$ cat config.mk
export PLATFORM = sky130hd
export DESIGN_NAME = bus_width_read_adapter
export DESIGN_NICKNAME = d
export VERILOG_FILES = /design/src/rtl/adapter_pkg.sv /design/src/rtl/subread_issuer.sv /design/src/rtl/lane_collector.sv /design/src/rtl/bus_width_read_adapter.sv
export SDC_FILE = /design/constraint.sdc
export NUM_CORES = 1
export LEC_CHECK = 0
export ABC_AREA = 0
export BUFFER_PORTS_ARGS = -buffer_cell sky130_fd_sc_hd__buf_2
export CAP_MARGIN = 20
export CORE_MARGIN = 2
export CORE_UTILIZATION = 45
export DETAILED_ROUTE_END_ITERATION = 8
export PLACE_DENSITY = 0.71
export SYNTH_ARGS = -nofsm -noshare
export SYNTH_HDL_FRONTEND = slang
export SYNTH_HIERARCHICAL = 1
export SYNTH_SLANG_ARGS = --single-unit
$ cat constraint.sdc
create_clock -name clk -period 3.9 [get_ports clk]
set_clock_uncertainty 0.1 [all_clocks]
set_input_delay 0.195 -clock clk [delete_from_list [all_inputs] [get_ports clk]]
set_output_delay 0.195 -clock clk [all_outputs]
set_load 0.05 [all_outputs]
$ cat src/rtl/adapter_pkg.sv
package adapter_pkg;
  typedef enum logic [1:0] {
    ST_IDLE = 2'd0,
    ST_BUSY = 2'd1,
    ST_DONE = 2'd2
  } adp_state_t;

  localparam int BYTE_W = 8;
endpackage

$ cat src/rtl/subread_issuer.sv
module subread_issuer #(
  parameter int ADDR_W = 16,
  parameter int LANES  = 2
) (
  input  logic              clk,
  input  logic              rst,
  input  logic              start,
  input  logic [ADDR_W-1:0] base,
  output logic              s_read,
  output logic [ADDR_W-1:0] s_addr
);
  localparam int CW = $clog2(LANES + 1);
  localparam logic [CW-1:0] LAST = CW'(LANES);

  logic [CW-1:0] issued_cnt;

  always_ff @(posedge clk) begin
    if (rst) begin
      s_read     <= 1'b0;
      s_addr     <= '0;
      issued_cnt <= '0;
    end else if (start) begin
      s_read     <= 1'b1;
      s_addr     <= base;
      issued_cnt <= CW'(1);
    end else if (s_read) begin
      if (issued_cnt == LAST) begin
        s_read <= 1'b0;
      end else begin
        s_addr     <= s_addr + ADDR_W'(1);
        issued_cnt <= issued_cnt + CW'(1);
      end
    end
  end
endmodule

$ cat src/rtl/lane_collector.sv
module lane_collector #(
  parameter int LANES  = 2,
  parameter int BYTE_W = 8
) (
  input  logic                    clk,
  input  logic                    rst,
  input  logic                    clear,
  input  logic                    issued,
  input  logic [BYTE_W-1:0]       s_rdata,
  output logic [LANES*BYTE_W-1:0] word,
  output logic                    last
);
  localparam int IW = (LANES > 1) ? $clog2(LANES) : 1;

  logic          pend;
  logic [IW-1:0] ret_idx;

  always_ff @(posedge clk) begin
    if (rst) begin
      pend    <= 1'b0;
      ret_idx <= '0;
    end else begin
      pend <= issued;
      if (clear)     ret_idx <= '0;
      else if (pend) ret_idx <= ret_idx + IW'(1);
    end
  end

  assign last = pend && (ret_idx == IW'(LANES - 1));

  for (genvar g = 0; g < LANES; g++) begin : g_lane
    logic [BYTE_W-1:0] lane_q;
    always_ff @(posedge clk) begin
      if (rst)                              lane_q <= '0;
      else if (pend && ret_idx == IW'(g))   lane_q <= s_rdata;
    end
    assign word[g*BYTE_W +: BYTE_W] = lane_q;
  end
endmodule

$ cat src/rtl/bus_width_read_adapter.sv
module bus_width_read_adapter
  import adapter_pkg::*;
#(
  parameter int MST_W  = 32,
  parameter int ADDR_W = 16
) (
  input  logic              clk,
  input  logic              rst,
  input  logic              m_read,
  input  logic [ADDR_W-1:0] m_addr,
  output logic              m_wait,
  output logic [MST_W-1:0]  m_rdata,
  output logic              s_read,
  output logic [ADDR_W-1:0] s_addr,
  input  logic [7:0]        s_rdata
);
  localparam int LANES = MST_W / BYTE_W;
  localparam int LB    = $clog2(LANES);

  adp_state_t        state;
  logic              start;
  logic              last;
  logic [ADDR_W-1:0] base;

  assign start = (state == ST_IDLE) && m_read;
  assign base  = {m_addr[ADDR_W-1:LB], {LB{1'b0}}};

  always_ff @(posedge clk) begin
    if (rst) begin
      state  <= ST_IDLE;
      m_wait <= 1'b1;
    end else begin
      case (state)
        ST_IDLE: if (m_read) state <= ST_BUSY;
        ST_BUSY: if (last) begin
          state  <= ST_DONE;
          m_wait <= 1'b0;
        end
        default: begin
          state  <= ST_IDLE;
          m_wait <= 1'b1;
        end
      endcase
    end
  end

  subread_issuer #(.ADDR_W(ADDR_W), .LANES(LANES)) u_issue (
    .clk(clk), .rst(rst), .start(start), .base(base),
    .s_read(s_read), .s_addr(s_addr)
  );

  lane_collector #(.LANES(LANES), .BYTE_W(BYTE_W)) u_collect (
    .clk(clk), .rst(rst), .clear(start), .issued(s_read),
    .s_rdata(s_rdata), .word(m_rdata), .last(last)
  );
endmodule

* Word level (Yosys, flattened, before mapping) *
Cells that the tools add are included.

cells by class
  add/subtract/negate cells = 3
  $mul = 0
  div/mod/pow operators = 0
  $lt $le $gt $ge = 0
  equal/unequal tests = 8
  shift operators = 0
  multiplexer cells = 14
  bitwise gates (word level) = 2
  reduce and logical (&&, ||, !) cells = 13

operator list
  operator               number
  $mux 16                3
  $add 16x1->16 const B  1
  $reduce_and 2->1       4
  $mux 1                 7
  $ne 2x2->1 const B     3
  $logic_and 1x1->1      5
  $eq 2x1->1 const B     2
  $eq 2x2->1 const B     2
  $logic_not 2->1        2
  $mux 2                 2
  $pmux 2 s2             1
  $add 3x1->3 const B    1
  $eq 3x3->1 const B     1
  $add 2x1->2 const B    1
  $not 1->1              2
  $pmux 1 s2             1
  $reduce_bool 2->1      1
  $reduce_or 2->1        1

word-level totals
  register bits = 58
  latch bits = 0
  memory bits (writable) = 0
  memory bits (read-only) = 0
  output and inout port bits = 50
  memories = 0

* Logic depth before layout (Yosys ltp) *
  depth in word-level cells = 4
  mapped depth = 7
  gate-level depth less buffers = 6

* Hierarchy *
Netlist, hierarchy kept.

by module, submodules not included
  module                  instances  cells an instance  area an instance (um^2)  sequential area each (um^2)
  lane_collector          1          130                1442.6                   700.7
  subread_issuer          1          125                1057.3                   400.4
  bus_width_read_adapter  1          11                 112.6                    60.1

* Worst setup path before layout *
Ideal clock, no wire load.

  kind = reg2reg
  start = register u_issue.s_addr[0]
  end = register u_issue.s_addr[12]
  library setup time = 0.122 ns
  data arrival time = 2.057 ns
  data required time = 3.678 ns
  path slack = 1.621 ns
  stages on the path, launching flop included = 7
  path buffers = 1
  clock period less this slack = 2.279 ns
  cell sequence = dfxtp_1 -> ha_1 -> inv_1 -> or3_1 -> buf_2 -> o31a_1 -> o311a_1

between the ends
  cells in the longest elaborated chain, start to end = 4

RTL lines
  element                 line                  RTL
  from (decl)             subread_issuer.sv:10  output logic [ADDR_W-1:0] s_addr
  from (signal assigned)  subread_issuer.sv:24  s_addr <= base;
  from (signal assigned)  subread_issuer.sv:30  s_addr <= s_addr + ADDR_W'(1);
  $add 16x1->16           subread_issuer.sv:30
  $mux 16                 subread_issuer.sv:27  if (issued_cnt == LAST) begin
  $mux 16                 subread_issuer.sv:26  end else if (s_read) begin
  $mux 16                 subread_issuer.sv:22  end else if (start) begin

Every way passes these cells. The select of a mux whose other input is x is not followed.
A chain may end at the register's enable or synchronous reset.

* Final worst setup path *
  start = register u_issue.issued_cnt[0]
  end = register u_issue.s_addr[12]

between the ends
  cells in the longest elaborated chain, start to end = 3

RTL lines
  element                     line                  RTL
  from (decl)                 subread_issuer.sv:15  logic [CW-1:0] issued_cnt;
  from (signal assigned)      subread_issuer.sv:31  issued_cnt <= issued_cnt + CW'(1);
  $eq 3x3->1                  subread_issuer.sv:27
  $ne 2x2->1 (no line)        --
  $reduce_and 2->1 (no line)  --

Every way passes these cells.

==> qor.yml <==
run:
  max_cap_viol_count: 0
yosys:
  async_reset_ff_share_pct: 0
  yosys_warnings: 6
  syn_area_per_cell_sq_um: 9.821
  seq_area_frac_synth_pct: 44.44
  synth-edff-count: 0
  mappedNetlistArea_sq_um: 2613
  yosys_register_bits: 58
  synthFlopType: "dfxtp_1"
  synthCells: 266
  synth_cell_types: 39
critical_path:
  timing.critical_path.slowest_cell_delay_ns: 0.47
  critPathKind: "reg2reg"
  required_ns: 4.01
  critPathBufInv: 1
  worst_setup_path_start_kind: "flip-flop"
  crit_path_end_kind: "flip-flop"
  crit_fanout: 11
  cp_data_arrival_time_ns: 2.33
  cpMaxStageDelayCell: "or3_1"
  crit_chain: "inv_1 > ha_1 > a21bo_2 > or3_1 > o31a_1 > o311a_1"
  path_delay_family: "compound AO/OA/AOI/OAI gates"
sta:
  slew_headroom_pct: 39.51
  fmax_mhz: 450.6
  fin_crit_sh_pct: 56.91
  slew_violations: 0
  finalCriticalPeriod_ns: 2.219
  tightest_slew_ns: 0.9073
  rsz0062_at_grt: "false"
  finalSetupTns_ns: 0
  hold_violations: 0
  setup_viol: 0
global_routing:
  grt_max_degree: 64
  overflow: 0
  grt_pass1_wl_microns: 8728
  antenna_found_initial: 0
  gr-usage-all-layers_pct: 17.52
  grt_pass1_vias: 1866
clock_tree:
  htree_num_levels: 3
  clk_pin_slew_ns: 0.07
  insertion_delay_ns: 0.33
  post-cts-setup-buffers: 0
  clk_path_buf_depth: 2
  cts-resized-gates: 0
  cts_tree: "done"
  root_buffer: "clkbuf_8"
  numCtsBuffers: 9
  cts_sinks: 58
floorplanning:
  io_pins: 77
  dieArea_sq_um: 6431
  die_h_microns: 80.20
  start_util_pct: 47.15
  core_sq_um: 5540
  die_w_microns: 80.20
  rows: 27
final_layout:
  area_growth_pct: 25.53
  post-route-util_pct: 59.19
  finalNetCount: 375
  antennaDiodeCount: 0
  drive_above_1_share_pct: 28.03
power:
  switching_share_pct: 25.46
  p_sw_mw: 0.3891
  comb_power_share_pct: 12.6
  max-vdd-ir-drop_mv: 0.3222
  power_leakage_nw: 1.573
  p_int_mw: 1.139
  power_frac_clock_pct: 45.5
  p_seq_share_pct: 42.0
  pwr_density_cell_nw_per_um2: 465.9
drt:
  vias_per_cell: 4.952
  wirelength_microns: 5464
  vias: 2070
  dr.pass1.iters: 4
  drt_iter0_drc: 116
  antenna_left: 0
  avgRoutedWirePerCell_microns: 13.07
  drc: 0
placement:
  hpwl_microns: 3761
  place.port_buffers: 74
  gp_congestion: 0.7936
run_status:
  status: "finished, final reports clean"
worst_hold_path:
  hp-class: "in2reg"
-- worst min-delay path, delay by kind of cell --
family | cells | cell delay [ns]
AO/OA/AOI/OAI | 1 | 0.08
buffers and inverters | 2 | 0.14
-- routing by layer --
layer / vias up / wire [microns] / global-route usage (%) / share of wire (%)
met5: - / 0 / 0 / 0
met4: 0 / 95 / 7.627 / 1.7
met3: 10 / 235 / 4.831 / 4.3
met2: 41 / 2529 / 27.58 / 46
met1: 951 / 2602 / 22.38 / 48
li1: 1068 / - / - / -
-- power by group through the flow --
stage | combinational [mW] | clock [mW] | sequential [mW]
finish | 0.192 | 0.695 | 0.641
global route | 0.207 | 0.731 | 0.645
CTS | 0.193 | 0.706 | 0.641
detailed placement | 0.192 | 0 | 0.654
global placement | 0.190 | 0 | 0.654
floorplan | 0.0801 | 0 | 0.717
-- synth_stat cells (all sizes together) (2+ instances only) --
cell    number  share of area (%)
a311oi       2               0.67
nor4         5                1.2
ha           7                3.4
a211oi      10                2.9
xor2         4                1.3
xnor2        8                2.7
dfxtp       58                 44
nor3         8                1.5
clkbuf       8                1.1
inv         11                1.6
a21oi        5               0.96
mux2i       34                 13
nand3        4               0.77
nor2        15                2.2
nand2       13                2.3
nor2b        2               0.48
nand2b      45                 11
o311a        3                1.1
and4         2               0.67
buf          5                1.4
nand4        4                1.2
-- flip-flops by register name, indices dropped and copies added (netlist names) --
register / cells
u_issue/s_read: 1
u_collect/g_lane.lane_q: 32
u_collect/ret_idx: 2
m_wait: 1
u_collect/pend: 1
u_issue/issued_cnt: 3
u_issue/s_addr: 16
state: 2
-- layout make-up --
cell class	instances	area (sq um)
inverters	11	41.29
repair buffers	76	387.9
fillers	504	2261
multi-input cells	185	1346
well taps	72	90.09
clock inverters	4	97.59
flip-flops and latches	58	1161
clock buffers	12	155.1
-- final timing paths --
check,from,endpoint,slack (ns),depth (start not counted)
worst max register to register,u_issue/issued_cnt[0],u_issue/s_addr[12],1.68,6
worst min-delay path,m_addr[7],u_issue/s_addr[7],0.03,3
worst min register to register,m_wait,m_wait,0.37,1
worst max-delay path,u_issue/issued_cnt[0],u_issue/s_addr[12],1.68,6
-- repair_timing --
action | 4_1_cts | 5_1_grt
setup endpoints to repair | 0 | 0
endpoints found under the hold margin | 1 | 0
hold buffers | 1 | 0
-- cells by family after synthesis --
logic type | Yosys count | synth area share, %
and+or+nand+nor | 102 | 22.56
DFF | 58 | 44.44
muxes | 34 | 13.03
AOI/OAI and AO/OA | 28 | 8.286
buffers and inverters | 24 | 4.166
xor gates and xnor gates | 12 | 4.023
adders and majority gates | 7 | 3.352
other | 1 | 0.1435
-- layout by cell type (no fill, tap or decap), types with 10 or more instances in the layout --
master and instances:
inv_1 11, nand2_1 10, dfxtp_1 58, nor2_1 15, mux2i_1 34, clkbuf_8 11
nand2b_1 44, buf_2 74, a211oi_1 10
-- through the flow --
| stage | cells | total power, mW | setup WS, ns | hold WS, ns | area [sq um] |
|---|---|---|---|---|---|
| floorplan | 267 | 0.7971 | 1.621 | 0.1678 | 2616 |
| global placement | 401 | 0.8438 | 1.721 | 0.3234 | 3017 |
| detailed placement | 401 | 0.8463 | 1.695 | 0.3297 | 3017 |
| CTS | 418 | 1.540 | 1.682 | 0.01799 | 3279 |
| global route | 418 | 1.582 | 1.496 | 0.02618 | 3279 |
| finish | 418 | 1.528 | 1.681 | 0.02900 | 3279 |
No activity file was read; power rests on OpenSTA's default activity.
